## config.mk

```make
export PLATFORM = sky130hd
export DESIGN_NAME = pwm_evt_cond
export DESIGN_NICKNAME = d
export VERILOG_FILES = /design/src/rtl/pwm_evt_cond_pkg.sv /design/src/rtl/pwm_evt_datapath.sv /design/src/rtl/pwm_evt_control.sv /design/src/rtl/pwm_evt_cond.sv
export SDC_FILE = /design/constraint.sdc
export NUM_CORES = 1
export LEC_CHECK = 0
export BUFFER_PORTS_ARGS = -buffer_cell sky130_fd_sc_hd__buf_2
export CAP_MARGIN = 20
export CELL_PAD_IN_SITES_DETAIL_PLACEMENT = 2
export CELL_PAD_IN_SITES_GLOBAL_PLACEMENT = 2
export CORE_UTILIZATION = 16
export DETAILED_ROUTE_END_ITERATION = 6
export GPL_TIMING_DRIVEN = 0
export PLACE_DENSITY = 0.78
export REMOVE_ABC_BUFFERS = 1
export SLEW_MARGIN = 20
export SYNTH_ARGS = -nofsm -noshare
export SYNTH_HDL_FRONTEND = slang
export SYNTH_SLANG_ARGS = --single-unit
export TNS_END_PERCENT = 5
```

## constraint.sdc

```tcl
create_clock -name clk -period 1.4 [get_ports clk]
set_clock_uncertainty 0.15 [all_clocks]
set_input_delay 0.21 -clock clk [delete_from_list [all_inputs] [get_ports clk]]
set_output_delay 0.21 -clock clk [all_outputs]
set_load 0.01 [all_outputs]
```

## src/rtl/pwm_evt_cond_pkg.sv

```systemverilog
package pwm_evt_cond_pkg;

  // Acceptance state of the event conditioner
  typedef enum logic {
    ST_IDLE   = 1'b0,
    ST_ACTIVE = 1'b1
  } evtState_t;

  // Strobes from control to datapath
  typedef struct packed {
    logic enter;  // active output is being entered this edge
    logic leave;  // active output is being left this edge
  } ctlStrobe_t;

endpackage

```

## src/rtl/pwm_evt_datapath.sv

```systemverilog
module pwm_evt_datapath
  import pwm_evt_cond_pkg::*;
#(
  parameter int NUM_SRC     = 8,
  parameter int SYNC_STAGES = 2,
  localparam int SEL_W      = (NUM_SRC > 1) ? $clog2(NUM_SRC) : 1,
  localparam int LAST       = SYNC_STAGES - 1
) (
  input  logic               clk,
  input  logic               rstN,
  input  logic               enable,
  input  logic [NUM_SRC-1:0] srcVec,
  input  logic [SEL_W-1:0]   srcSel,
  input  logic               srcInvert,
  input  logic               srcQual,
  input  logic               statClear,
  input  logic               activeOut,
  input  ctlStrobe_t         strobe,
  output logic               syncLevel,
  output logic               trigPulse,
  output logic               bypassOut,
  output logic               statusLatched,
  output logic               irq
);

  logic                   selBit;
  logic                   srcLevel;
  logic [SYNC_STAGES-1:0] syncChain;
  logic                   prevLevel;
  logic                   latchedQ;
  logic                   irqQ;

  // Source multiplexer: one compare per candidate
  always_comb begin
    selBit = 1'b0;
    for (int i = 0; i < NUM_SRC; i++) begin
      if (srcSel == SEL_W'(i)) selBit = srcVec[i];
    end
  end

  assign srcLevel = selBit ^ srcInvert;

  // Synchronizer chain into the PWM clock domain
  always_ff @(posedge clk or negedge rstN) begin
    if (!rstN) syncChain[0] <= 1'b0;
    else       syncChain[0] <= srcLevel;
  end

  generate
    for (genvar g = 1; g < SYNC_STAGES; g++) begin : g_sync
      always_ff @(posedge clk or negedge rstN) begin
        if (!rstN) syncChain[g] <= 1'b0;
        else       syncChain[g] <= syncChain[g-1];
      end
    end
  endgenerate

  assign syncLevel = syncChain[LAST];

  // Edge detector for the trigger path
  always_ff @(posedge clk or negedge rstN) begin
    if (!rstN) prevLevel <= 1'b0;
    else       prevLevel <= syncLevel;
  end

  assign trigPulse = syncLevel & ~prevLevel & srcQual & enable;

  // Fast path: no register between source and output
  assign bypassOut = enable & srcLevel & srcQual;

  // Sticky status flag, write-one clear, active level wins
  always_ff @(posedge clk or negedge rstN) begin
    if (!rstN) latchedQ <= 1'b0;
    else       latchedQ <= (latchedQ & ~statClear) | activeOut;
  end

  // Interrupt request on entry into the active state
  always_ff @(posedge clk or negedge rstN) begin
    if (!rstN) irqQ <= 1'b0;
    else       irqQ <= strobe.enter & ~strobe.leave;
  end

  assign statusLatched = latchedQ;
  assign irq           = irqQ;

endmodule

```

## src/rtl/pwm_evt_control.sv

```systemverilog
module pwm_evt_control
  import pwm_evt_cond_pkg::*;
(
  input  logic       clk,
  input  logic       rstN,
  input  logic       enable,
  input  logic       syncLevel,
  input  logic       srcQual,
  input  logic       termEvent,
  input  logic       termQual,
  output ctlStrobe_t strobe,
  output logic       activeOut
);

  evtState_t state;
  evtState_t stateNext;
  logic      setHit;
  logic      termHit;

  assign setHit  = syncLevel & srcQual;
  assign termHit = termEvent & termQual;

  // Terminate beats set; disable beats everything
  always_comb begin
    stateNext    = state;
    strobe.enter = 1'b0;
    strobe.leave = 1'b0;
    if (!enable) begin
      stateNext    = ST_IDLE;
      strobe.leave = (state == ST_ACTIVE);
    end else begin
      case (state)
        ST_IDLE: begin
          if (setHit && !termHit) begin
            stateNext    = ST_ACTIVE;
            strobe.enter = 1'b1;
          end
        end
        ST_ACTIVE: begin
          if (termHit) begin
            stateNext    = ST_IDLE;
            strobe.leave = 1'b1;
          end
        end
        default: stateNext = ST_IDLE;
      endcase
    end
  end

  always_ff @(posedge clk or negedge rstN) begin
    if (!rstN) state <= ST_IDLE;
    else       state <= stateNext;
  end

  assign activeOut = (state == ST_ACTIVE);

endmodule

```

## src/rtl/pwm_evt_cond.sv

```systemverilog
module pwm_evt_cond
  import pwm_evt_cond_pkg::*;
#(
  parameter int NUM_SRC     = 8,
  parameter int SYNC_STAGES = 2,
  localparam int SEL_W      = (NUM_SRC > 1) ? $clog2(NUM_SRC) : 1
) (
  input  logic               clk,
  input  logic               rstN,
  input  logic               enable,
  input  logic [NUM_SRC-1:0] srcVec,
  input  logic [SEL_W-1:0]   srcSel,
  input  logic               srcInvert,
  input  logic               srcQual,
  input  logic               termEvent,
  input  logic               termQual,
  input  logic               statClear,
  output logic               activeOut,
  output logic               statusLatched,
  output logic               irq,
  output logic               trigPulse,
  output logic               bypassOut
);

  ctlStrobe_t strobe;
  logic       syncLevel;
  logic       activeInt;

  pwm_evt_control u_ctl (
    .clk       (clk),
    .rstN      (rstN),
    .enable    (enable),
    .syncLevel (syncLevel),
    .srcQual   (srcQual),
    .termEvent (termEvent),
    .termQual  (termQual),
    .strobe    (strobe),
    .activeOut (activeInt)
  );

  pwm_evt_datapath #(
    .NUM_SRC     (NUM_SRC),
    .SYNC_STAGES (SYNC_STAGES)
  ) u_dp (
    .clk           (clk),
    .rstN          (rstN),
    .enable        (enable),
    .srcVec        (srcVec),
    .srcSel        (srcSel),
    .srcInvert     (srcInvert),
    .srcQual       (srcQual),
    .statClear     (statClear),
    .activeOut     (activeInt),
    .strobe        (strobe),
    .syncLevel     (syncLevel),
    .trigPulse     (trigPulse),
    .bypassOut     (bypassOut),
    .statusLatched (statusLatched),
    .irq           (irq)
  );

  assign activeOut = activeInt;

endmodule

```

==> results.toml <==
[run_status]
outcome = "complete, but fails checks"
violations = "setup timing"

[route]
routedWlPerCell_um = 10.8
drc = 0
drt_wl_total_um = 842
drt_iter0_drc = 0
vias = 316
first_pass_iters = 1
final_antenna_net_count = 0
vias_per_cell = 4.05

[yosys]
synth.avg_cell_area_sq_um = 11.7
synth_seq_cells = 6
ys_types = 13
synth_warnings = 0
seq_area_frac_synth_pct = 51.3
syn_inst = 25
syn-cell-area_sq_um = 293

[timing]
max_freq_ghz = 0.623
setup_viol = 1
drv_slew = 0
tightest_slew_ns = 0.134
slew_headroom_pct = 90.8
post-route-period-util_pct = 115
final.min_clock_period_ns = 1.61
hold_slack_ns = 0.0282
rsz0062_at_grt = "yes"
final.setup.worst_slack_ns = -0.206
finalHoldViolCount = 0

[final_layout]
final_common_cell = "buf_2"
area_growth_syn_to_layout_pct = 67.9
num_antenna_cells = 0
layout_common_cells = "22 x buf_2, 6 x dfrtp_1, 5 x mux2i_1"
final_nets = 74
drive_gt1_share_pct = 54.7

[cts]
cts_tree = "built"
h-tree-depth = 1
path_clk_slew_ns = 0.05
numCtsBuffers = 3
cts_root_buffer = "clkbuf_4"
cts-root-to-sink-buffers = 2
cts.sinks = 6
clk_latency_ns = 0.24

[floorplan]
die_y_um = 44.8
row_count = 15
ioPinCount = 24
die_area_sq_um = 2000
die_w_um = 44.8
core-area_sq_um = 1730
start_util_pct = 17.0

[place]
place_hpwl_um = 669
portBuffers = 23
place.gp.congestion = 0.676

[worst_setup_path]
critPathTopFamily = "multiplexers"
cp_common_cell = "mux2i_1"
path_max_fanout = 4
r2r_slack_ns = 0.50
crit_required_ns = 1.04
cp_slowest_stage_delay_ns = 0.50
arrival_ns = 1.25
cp-start-kind = "primary input"
crit_path_end_kind = "output pin"
slowest_stage = "mux4_2"
crit_buf_inv = 2
worst-setup-path-type = "primary input to output pin"
crit_chain = "buf_8 > mux2i_1 > mux4_2 > mux2i_1 > buf_2"

[pwr]
p_leak_uw = 0.000271
max-vdd-ir-drop_mv = 0.236
switching_share_pct = 24.9
comb_power_share_pct = 22.3
powerDensity_nw_per_um2 = 969
clkPwrFrac_pct = 33.6
switchingPower_uw = 118
p_total_uw = 476
p_int_uw = 358
p_seq_share_pct = 44.1

[job]
cap_violations = 0

[grt]
grt_start_max_net_pins = 7
grt_pass1_wl_um = 1260
antenna_found_initial = 0
overflow = 0
grt_usage_pct = 9.32
grt_pass1_vias = 337

[worst_hold_path]
hold_path.class = "primary input to flip-flop"
-- cell families (layout without fill, tap and decap cells) --
group	Yosys count	after routing	synth area share, %
simple gates	8	8	13.7
xor+xnor	1	1	2.99
flops	6	6	51.3
buf+inv	2	30	2.99
compound gates	2	2	4.27
mux	6	6	24.8
-- stage by stage --
step                      instances  instance area, sq um  setup TNS [ns]  utilization (%)  setup WS (ns)
after floorplan                  24                   288         -0.0119                -        -0.0119
after global placement           72                   434          -0.242             25.1         -0.242
after detailed placement         72                   434          -0.290             25.1         -0.290
after CTS                        77                   484          -0.223             28.0         -0.223
after global routing             78                   492          -0.272             28.5         -0.272
final                            78                   492          -0.206             28.5         -0.206
-- layout make-up --
cell class	count	area, sq um
fill	216	1230
multi-input combinational	17	134
tap	25	31.3
clock buffer	3	22.5
timing repair buffer	26	150
sequential	6	150
inverter	1	3.75
-- worst paths after layout --
check	startpoint	depth (start not counted)	end
min in group asynchronous	rstN	2	u_dp.irq
min	srcInvert	2	u_dp.syncChain[0]
max	srcSel[0]	5	bypassOut
max in group asynchronous	rstN	2	u_dp.statusLatched
max reg2reg	u_dp.syncLevel	2	u_dp.irq
min reg2reg	u_dp.syncChain[0]	0	u_dp.syncLevel
-- synthesized netlist by cell type, drive strengths merged --
master	instances	area, sq um
clkbuf	1	5.00
nand2	2	7.51
nor2	2	7.51
xnor2	1	8.76
nand3	2	10.0
dfrtp	6	150
a21oi	1	5.00
mux2i	5	50.1
mux4	1	22.5
nand3b	1	7.51
nor3b	1	7.51
a21o	1	7.51
inv	1	3.75
-- power by group through the flow --
stage,clock [uW],combinational (uW),sequential (uW)
2_1_floorplan,0,37.1,214
3_3_place_gp,0,87.9,210
3_5_place_dp,0,91.4,213
4_1_cts,170,102,211
5_1_grt,182,116,213
6_report,160,106,210
-- registers in the layout (all words and copies together) (netlist names) --
register	flops
u_dp.prevLevel	1
u_dp.irq	1
u_dp.syncChain	1
u_dp.syncLevel	1
u_dp.statusLatched	1
u_ctl.activeOut	1
-- layer usage --
layer	wire (um)	GRT usage, %	part of all wire, %	vias up
li1	-	-	-	146
met3	88	4.40	10	2
met2	467	17.6	55	23
met4	12	9.09	1.4	0
met5	0	0	0	-
met1	273	6.23	32	145
-- what timing repair did --
action | 4_1_cts | 5_1_grt
hold buffers | 1 | 0
resized for setup | 3 | 0
setup endpoints to repair | 1 | 1
buffers inserted | 1 | 1
endpoints found under the hold margin | 6 | 0
No activity file was read; power rests on OpenSTA's default activity.
